$ cat src/rtl/ode_pkg.sv
package ode_pkg;

  // Which of the six products the shared multiplier forms this cycle.
  typedef enum logic [2:0] {
    MS_3X   = 3'd0,  // 3 * x            -> holdA
    MS_XU   = 3'd1,  // holdA * u        -> holdA
    MS_XUDX = 3'd2,  // holdA * dx       -> holdA
    MS_3Y   = 3'd3,  // 3 * y            -> holdB
    MS_YDX  = 3'd4,  // holdB * dx       -> holdB
    MS_UDX  = 3'd5   // u * dx           -> holdC
  } mulStep_t;

  localparam int unsigned LAST_STEP = 5;

  typedef struct packed {
    logic     load;    // capture the operands
    logic     mulEn;   // write the product selected by step
    mulStep_t step;
    logic     update;  // commit x, u, y together
  } ctrlStrb_t;

endpackage

$ cat src/rtl/ode_dpath.sv
module ode_dpath
  import ode_pkg::*;
#(
  parameter int DATA_W = 32,
  parameter int FRAC_W = 16
) (
  input  logic              clk,
  input  logic              rst,
  input  ctrlStrb_t         strb,
  input  logic [DATA_W-1:0] xInit,
  input  logic [DATA_W-1:0] yInit,
  input  logic [DATA_W-1:0] uInit,
  input  logic [DATA_W-1:0] dxStep,
  input  logic [DATA_W-1:0] aBound,
  output logic              contFlag,
  output logic [DATA_W-1:0] yOut
);

  localparam int PROD_W = 2 * DATA_W;
  localparam logic signed [DATA_W-1:0] THREE =
    {{(DATA_W-FRAC_W-2){1'b0}}, 2'b11, {FRAC_W{1'b0}}};

  logic signed [DATA_W-1:0] xReg, yReg, uReg, dxReg, aReg;
  logic signed [DATA_W-1:0] holdA, holdB, holdC;
  logic signed [DATA_W-1:0] mulA, mulB, mulQ, xNext;
  logic signed [PROD_W-1:0] prodFull;
  logic                     prodUnused;

  // Operand steering for the single shared multiplier.
  always_comb begin
    mulA = THREE;
    mulB = xReg;
    unique case (strb.step)
      MS_3X:   begin mulA = THREE; mulB = xReg;  end
      MS_XU:   begin mulA = holdA; mulB = uReg;  end
      MS_XUDX: begin mulA = holdA; mulB = dxReg; end
      MS_3Y:   begin mulA = THREE; mulB = yReg;  end
      MS_YDX:  begin mulA = holdB; mulB = dxReg; end
      MS_UDX:  begin mulA = uReg;  mulB = dxReg; end
      default: begin mulA = THREE; mulB = xReg;  end
    endcase
  end

  assign prodFull   = mulA * mulB;
  assign mulQ       = prodFull[FRAC_W+DATA_W-1:FRAC_W];
  assign prodUnused = ^{prodFull[PROD_W-1:FRAC_W+DATA_W], prodFull[FRAC_W-1:0]};

  assign xNext    = xReg + dxReg;
  assign contFlag = xNext < aReg;
  assign yOut     = yReg;

  always_ff @(posedge clk) begin
    if (rst) begin
      xReg  <= '0;
      yReg  <= '0;
      uReg  <= '0;
      dxReg <= '0;
      aReg  <= '0;
      holdA <= '0;
      holdB <= '0;
      holdC <= '0;
    end else if (strb.load) begin
      xReg  <= xInit;
      yReg  <= yInit;
      uReg  <= uInit;
      dxReg <= dxStep;
      aReg  <= aBound;
    end else if (strb.update) begin
      xReg <= xNext;
      uReg <= uReg - holdA - holdB;
      yReg <= yReg + holdC;
    end else if (strb.mulEn) begin
      unique case (strb.step)
        MS_3X, MS_XU, MS_XUDX: holdA <= mulQ;
        MS_3Y, MS_YDX:         holdB <= mulQ;
        MS_UDX:                holdC <= mulQ;
        default:               holdA <= mulQ;
      endcase
    end
  end

  // the bound and step may change only through a load
  a_r7_bound_stable: assert property (@(posedge clk) disable iff (rst)
    !strb.load |=> ($stable(aReg) && $stable(dxReg)));

  // between commits the state variables keep their values
  a_r4_state_hold: assert property (@(posedge clk) disable iff (rst)
    (!strb.load && !strb.update) |=> ($stable(xReg) && $stable(yReg) && $stable(uReg)));

endmodule

$ cat src/rtl/ode_ctrl.sv
module ode_ctrl
  import ode_pkg::*;
#(
  parameter int ITER_LIMIT_W = 20
) (
  input  logic      clk,
  input  logic      rst,
  input  logic      start,
  input  logic      contFlag,
  output ctrlStrb_t strb,
  output logic      busy,
  output logic      done,
  output logic      timeout
);

  typedef enum logic [1:0] {ST_IDLE, ST_MUL, ST_UPD} state_t;

  state_t                  state;
  mulStep_t                stepCnt;
  logic [ITER_LIMIT_W-1:0] iterCnt;
  logic                    lastIter;
  logic                    doneQ, timeoutQ;

  assign lastIter = &iterCnt;
  assign busy     = (state != ST_IDLE);
  assign done     = doneQ;
  assign timeout  = timeoutQ;

  always_comb begin
    strb.load   = (state == ST_IDLE) && start;
    strb.mulEn  = (state == ST_MUL);
    strb.step   = stepCnt;
    strb.update = (state == ST_UPD);
  end

  always_ff @(posedge clk) begin
    if (rst) begin
      state    <= ST_IDLE;
      stepCnt  <= MS_3X;
      iterCnt  <= '0;
      doneQ    <= 1'b0;
      timeoutQ <= 1'b0;
    end else begin
      doneQ <= 1'b0;
      unique case (state)
        ST_IDLE: if (start) begin
          state    <= ST_MUL;
          stepCnt  <= MS_3X;
          iterCnt  <= '0;
          timeoutQ <= 1'b0;
        end
        ST_MUL: begin
          if (stepCnt == mulStep_t'(LAST_STEP)) state <= ST_UPD;
          else stepCnt <= mulStep_t'(stepCnt + 3'd1);
        end
        ST_UPD: begin
          if (!contFlag || lastIter) begin
            state    <= ST_IDLE;
            doneQ    <= 1'b1;
            timeoutQ <= contFlag && lastIter;
          end else begin
            state   <= ST_MUL;
            stepCnt <= MS_3X;
            iterCnt <= iterCnt + 1'b1;
          end
        end
        default: state <= ST_IDLE;
      endcase
    end
  end

  // done lasts one cycle and coincides with idle
  a_r6_done_single: assert property (@(posedge clk) disable iff (rst)
    done |=> !done);
  a_r6_done_idle: assert property (@(posedge clk) disable iff (rst)
    done |-> !busy);

  // an accepted start makes the block busy on the next cycle
  a_r1_start_busy: assert property (@(posedge clk) disable iff (rst)
    (!busy && start) |=> busy);

  // a run cannot end outside a commit cycle, whatever start does
  a_r7_busy_holds: assert property (@(posedge clk) disable iff (rst)
    (busy && !strb.update) |=> busy);

  // a timeout appears only together with the end-of-run pulse
  a_r8_timeout_with_done: assert property (@(posedge clk) disable iff (rst)
    $rose(timeout) |-> done);

  // a commit with the continue flag set and count left keeps the run going
  a_r2_loop_continues: assert property (@(posedge clk) disable iff (rst)
    (strb.update && contFlag && !lastIter) |=> (busy && !done));

endmodule

$ cat src/rtl/ode_euler_solver.sv
module ode_euler_solver
  import ode_pkg::*;
#(
  parameter int DATA_W       = 32,
  parameter int FRAC_W       = 16,
  parameter int ITER_LIMIT_W = 20
) (
  input  logic              clk,
  input  logic              rst,
  input  logic              start,
  input  logic [DATA_W-1:0] xInit,
  input  logic [DATA_W-1:0] yInit,
  input  logic [DATA_W-1:0] uInit,
  input  logic [DATA_W-1:0] dxStep,
  input  logic [DATA_W-1:0] aBound,
  output logic              busy,
  output logic              done,
  output logic              timeout,
  output logic [DATA_W-1:0] yOut
);

  ctrlStrb_t strb;
  logic      contFlag;

  ode_ctrl #(.ITER_LIMIT_W(ITER_LIMIT_W)) u_ctrl (
    .clk      (clk),
    .rst      (rst),
    .start    (start),
    .contFlag (contFlag),
    .strb     (strb),
    .busy     (busy),
    .done     (done),
    .timeout  (timeout)
  );

  ode_dpath #(.DATA_W(DATA_W), .FRAC_W(FRAC_W)) u_dpath (
    .clk      (clk),
    .rst      (rst),
    .strb     (strb),
    .xInit    (xInit),
    .yInit    (yInit),
    .uInit    (uInit),
    .dxStep   (dxStep),
    .aBound   (aBound),
    .contFlag (contFlag),
    .yOut     (yOut)
  );

endmodule

$ cat config.mk
export PLATFORM = sky130hd
export DESIGN_NAME = ode_euler_solver
export DESIGN_NICKNAME = d
export VERILOG_FILES = /design/src/rtl/ode_pkg.sv /design/src/rtl/ode_dpath.sv /design/src/rtl/ode_ctrl.sv /design/src/rtl/ode_euler_solver.sv
export SDC_FILE = /design/constraint.sdc
export NUM_CORES = 2
export LEC_CHECK = 0
export ABC_AREA = 1
export BUFFER_PORTS_ARGS = -buffer_cell sky130_fd_sc_hd__buf_2
export CORE_UTILIZATION = 35
export DETAILED_ROUTE_END_ITERATION = 10
export PLACE_DENSITY = 0.59
export SKIP_LAST_GASP = 1
export SLEW_MARGIN = 0
export SYNTH_ARGS = -nofsm -noshare
export SYNTH_HDL_FRONTEND = slang
export SYNTH_SLANG_ARGS = --single-unit
$ cat constraint.sdc
create_clock -name clk -period 7.8 [get_ports clk]
set_clock_uncertainty 0.15 [all_clocks]
set_input_delay 0.39 -clock clk [delete_from_list [all_inputs] [get_ports clk]]
set_output_delay 0.39 -clock clk [all_outputs]
set_load 0.03 [all_outputs]
==> run metrics <==
status complete, but fails checks; failing checks negative setup slack; Post-Synth Adder-Cell Area 44.69%; Startpoint Class flop; Fin Hold WS 0.01491 ns; initial antenna violation count 1; Top FF cell, synth dfxtp_1; Worst path slowest cell fa_2; syn avg cell area 7.628 µm²; Final ANT Viol Nets 0; Filler cells 12961; post-synthesis sequential area ratio 11.98%; first-pass GRT wire length 279400 µm; Total Nets Final 8483; RSZ-0062 raised after global routing true; hold path startpoint dxStep[14]; commonest non-fill, non-tap cell in the layout inv_1; Total GRT Usage 27.06%; Vias 45398; H-tree levels 1; Sequential Area 0.005674 mm²; post-synthesis mux area share 0%; num rows 134; Syn Nets 7527; largest family of logic cells by synthesized area adder cells; most frequent cells in the layout inv_1 (1183), nand2_1 (1113), fa_1 (820), nor2_1 (664), buf_4 (628); # Max-Cap Violations 0; layout cell share with drive strength beyond 1 23.49%; leak pwr 29.70 nW; final worst setup slack -0.5972 ns; Initial Util 35.34%; vias in the first global route 46108; worst path required time 8.14 ns; achievable frequency 119.1 MHz; Post-Syn Instances 6198; final setup fails 80; GRT Residual Overflow 0; DRC violations left 0; Avg Vias per Cell 5.075; xor/xnor share of the synthesized area 1.649%; Detailed Route Iter0 Violations 3685; Post-synth EDFFs 0; Final Max Slew Viols 0; WP depth 36; FF+latch count, synth 283; Reg clk slew, reported paths 0.07 ns; critical path peak fanout 7; Hold Crit Depth 3; crit-path most repeated cell fa_1; Critical Path Start u_ctrl.stepCnt[1]; io pins 198; Core Box Area 0.1338 mm²; final period utilization 107.7%; pwr dens 374.5 mW/mm²; cts bufs inserted 30; die height 369.5 µm; DP HPWL 154700 µm; Buf+Inv Stages, Crit Path 15; Ys Warns 0; Final min period 8.397 ns; Clock Path Buffers 3; VDD IR-drop max 503.8 µV; IO Port Bufs 197; Clk Latency, worst-skew pair 0.64 ns; HP Class in -> reg; r2r worst-path depth 36; Setup Total Neg Slack -31.31 ns; CP Capture Type flop; Setup WS pre-CTS -0.9012 ns; number of library cell types mapped by synthesis 54; GP Congestion 1.006; kind of cell adding the most delay to the critical path adder cells; area share of and/or/nand/nor cells after synthesis 19.55%; Pwr Total 23.59 mW; Routed WL 186800 µm; FF-to-FF Start u_ctrl.stepCnt[1]; Synth Cell Area 0.04728 mm²; Worst EP arrival 8.74 ns; Synth Area in Compound Gates 9.792%; wire per inst 20.88 µm; CTS tree done; CTS sink cnt 283; Die Span X 369.5 µm; largest net degree at the start of global routing 104; Layout area overhead 33.23%; CTS root buffer clkbuf_16; headroom to the max-slew limit 11.54%; Pre-antenna DRT Iters 5; Least-Margin Pin Slew 1.326 ns; Synth async-reset ratio 0%; CP Class reg -> reg; Die Footprint 0.1366 mm²; slowest stage delay, CP 0.64 ns; footprint of the multi-input gates 0.03864 mm²; Hold Fails Final Rpt 0
## synthesized netlist by cell type (all sizes together) (7+ instances only)
master	instances	area share, %
a21o	18	0.29
a21oi	313	3.3
a221oi	7	0.13
a22oi	12	0.19
a31oi	106	1.4
buf	36	0.35
clkbuf	218	1.7
clkinv	13	0.10
dfxtp	283	12
fa	871	37
ha	295	7.8
inv	1279	10
nand2	1232	9.8
nand3	188	2.0
nand3b	32	0.51
nand4	38	0.50
nor2	741	5.9
nor3	30	0.33
nor4	12	0.16
o211ai	41	0.65
o21a	15	0.24
o21ai	251	2.7
o21bai	13	0.21
o22ai	19	0.25
or2	19	0.26
xnor2	33	0.61
xor2	56	1.0
## final cells by class
class                   instances  share of cell area [%]
well taps                    1768                   3.512
flip-flops and latches        283                   9.008
clock buffers                  40                   1.379
diodes                          1                0.003973
multi-input cells            4369                   61.34
inverters                    1292                   7.868
repair buffers               1178                   16.67
clock inverters                15                  0.2225
## tightest hold or removal path: stages
cell and delay, ns:
buf_2 0.07, o21ai_0 0.17, nor2_1 0.13
## final timing paths
check                           end  slack (ns)
hold / removal    u_dpath.dxReg[14]        0.01
setup / recovery  u_dpath.holdC[21]       -0.60
hold reg to reg    u_dpath.aReg[26]        0.32
setup reg to reg  u_dpath.holdC[21]       -0.60
## stage by stage
step	std cells	instance area (µm²)	utilization, %
5_1_grt	8945	62990	47.08
2_1_floorplan	6198	47700	-
6_report	8946	62990	47.08
3_5_place_dp	8615	55990	41.85
4_1_cts	8859	60000	44.85
3_3_place_gp	8615	55990	41.85
## cell families after synthesis
logic type | count (synthesis)
AND/OR/NAND/NOR | 2296
buffers and inverters | 1546
adder cells (fa/ha/maj) | 1166
AO/OA/AOI/OAI | 818
flip-flops | 283
XOR/XNOR | 89
## routing by layer
metal	global-route usage [%]	share of wire (%)	vias to the layer above
li1	-	-	20797
met1	35.89	41	22343
met2	45.04	47	1898
met3	3.391	7.7	360
met4	9.886	4.7	0
met5	0	0	-
## registers in the layout (all words and copies together) (netlist names)
name / cells
u_dpath.yOut: 32
u_dpath.dxReg: 32
u_dpath.holdC: 32
u_ctrl.stepCnt: 3
u_dpath.holdA: 32
u_dpath.aReg: 32
u_ctrl.timeout: 1
u_dpath.xReg: 32
u_ctrl.done: 1
u_dpath.uReg: 32
u_dpath.holdB: 32
u_ctrl.iterCnt: 20
u_ctrl.state: 2
## repair_timing
item,CTS,global route
endpoints found under the setup margin,96,96
cloned,5,5
pin swaps,67,148
hold buffers,139,1
resized for setup,248,581
endpoints found under the hold margin,139,1
buffers inserted,45,86
## report_power, final
part	switching (mW)	leakage, nW	internal (mW)	total [mW]
sequential	0.127	2.32	1.58	1.71
clock	0.694	0.483	0.818	1.51
combinational	11.5	26.9	8.86	20.4
total	12.3	29.7	11.3	23.6
No activity file was read; power rests on OpenSTA's default activity.
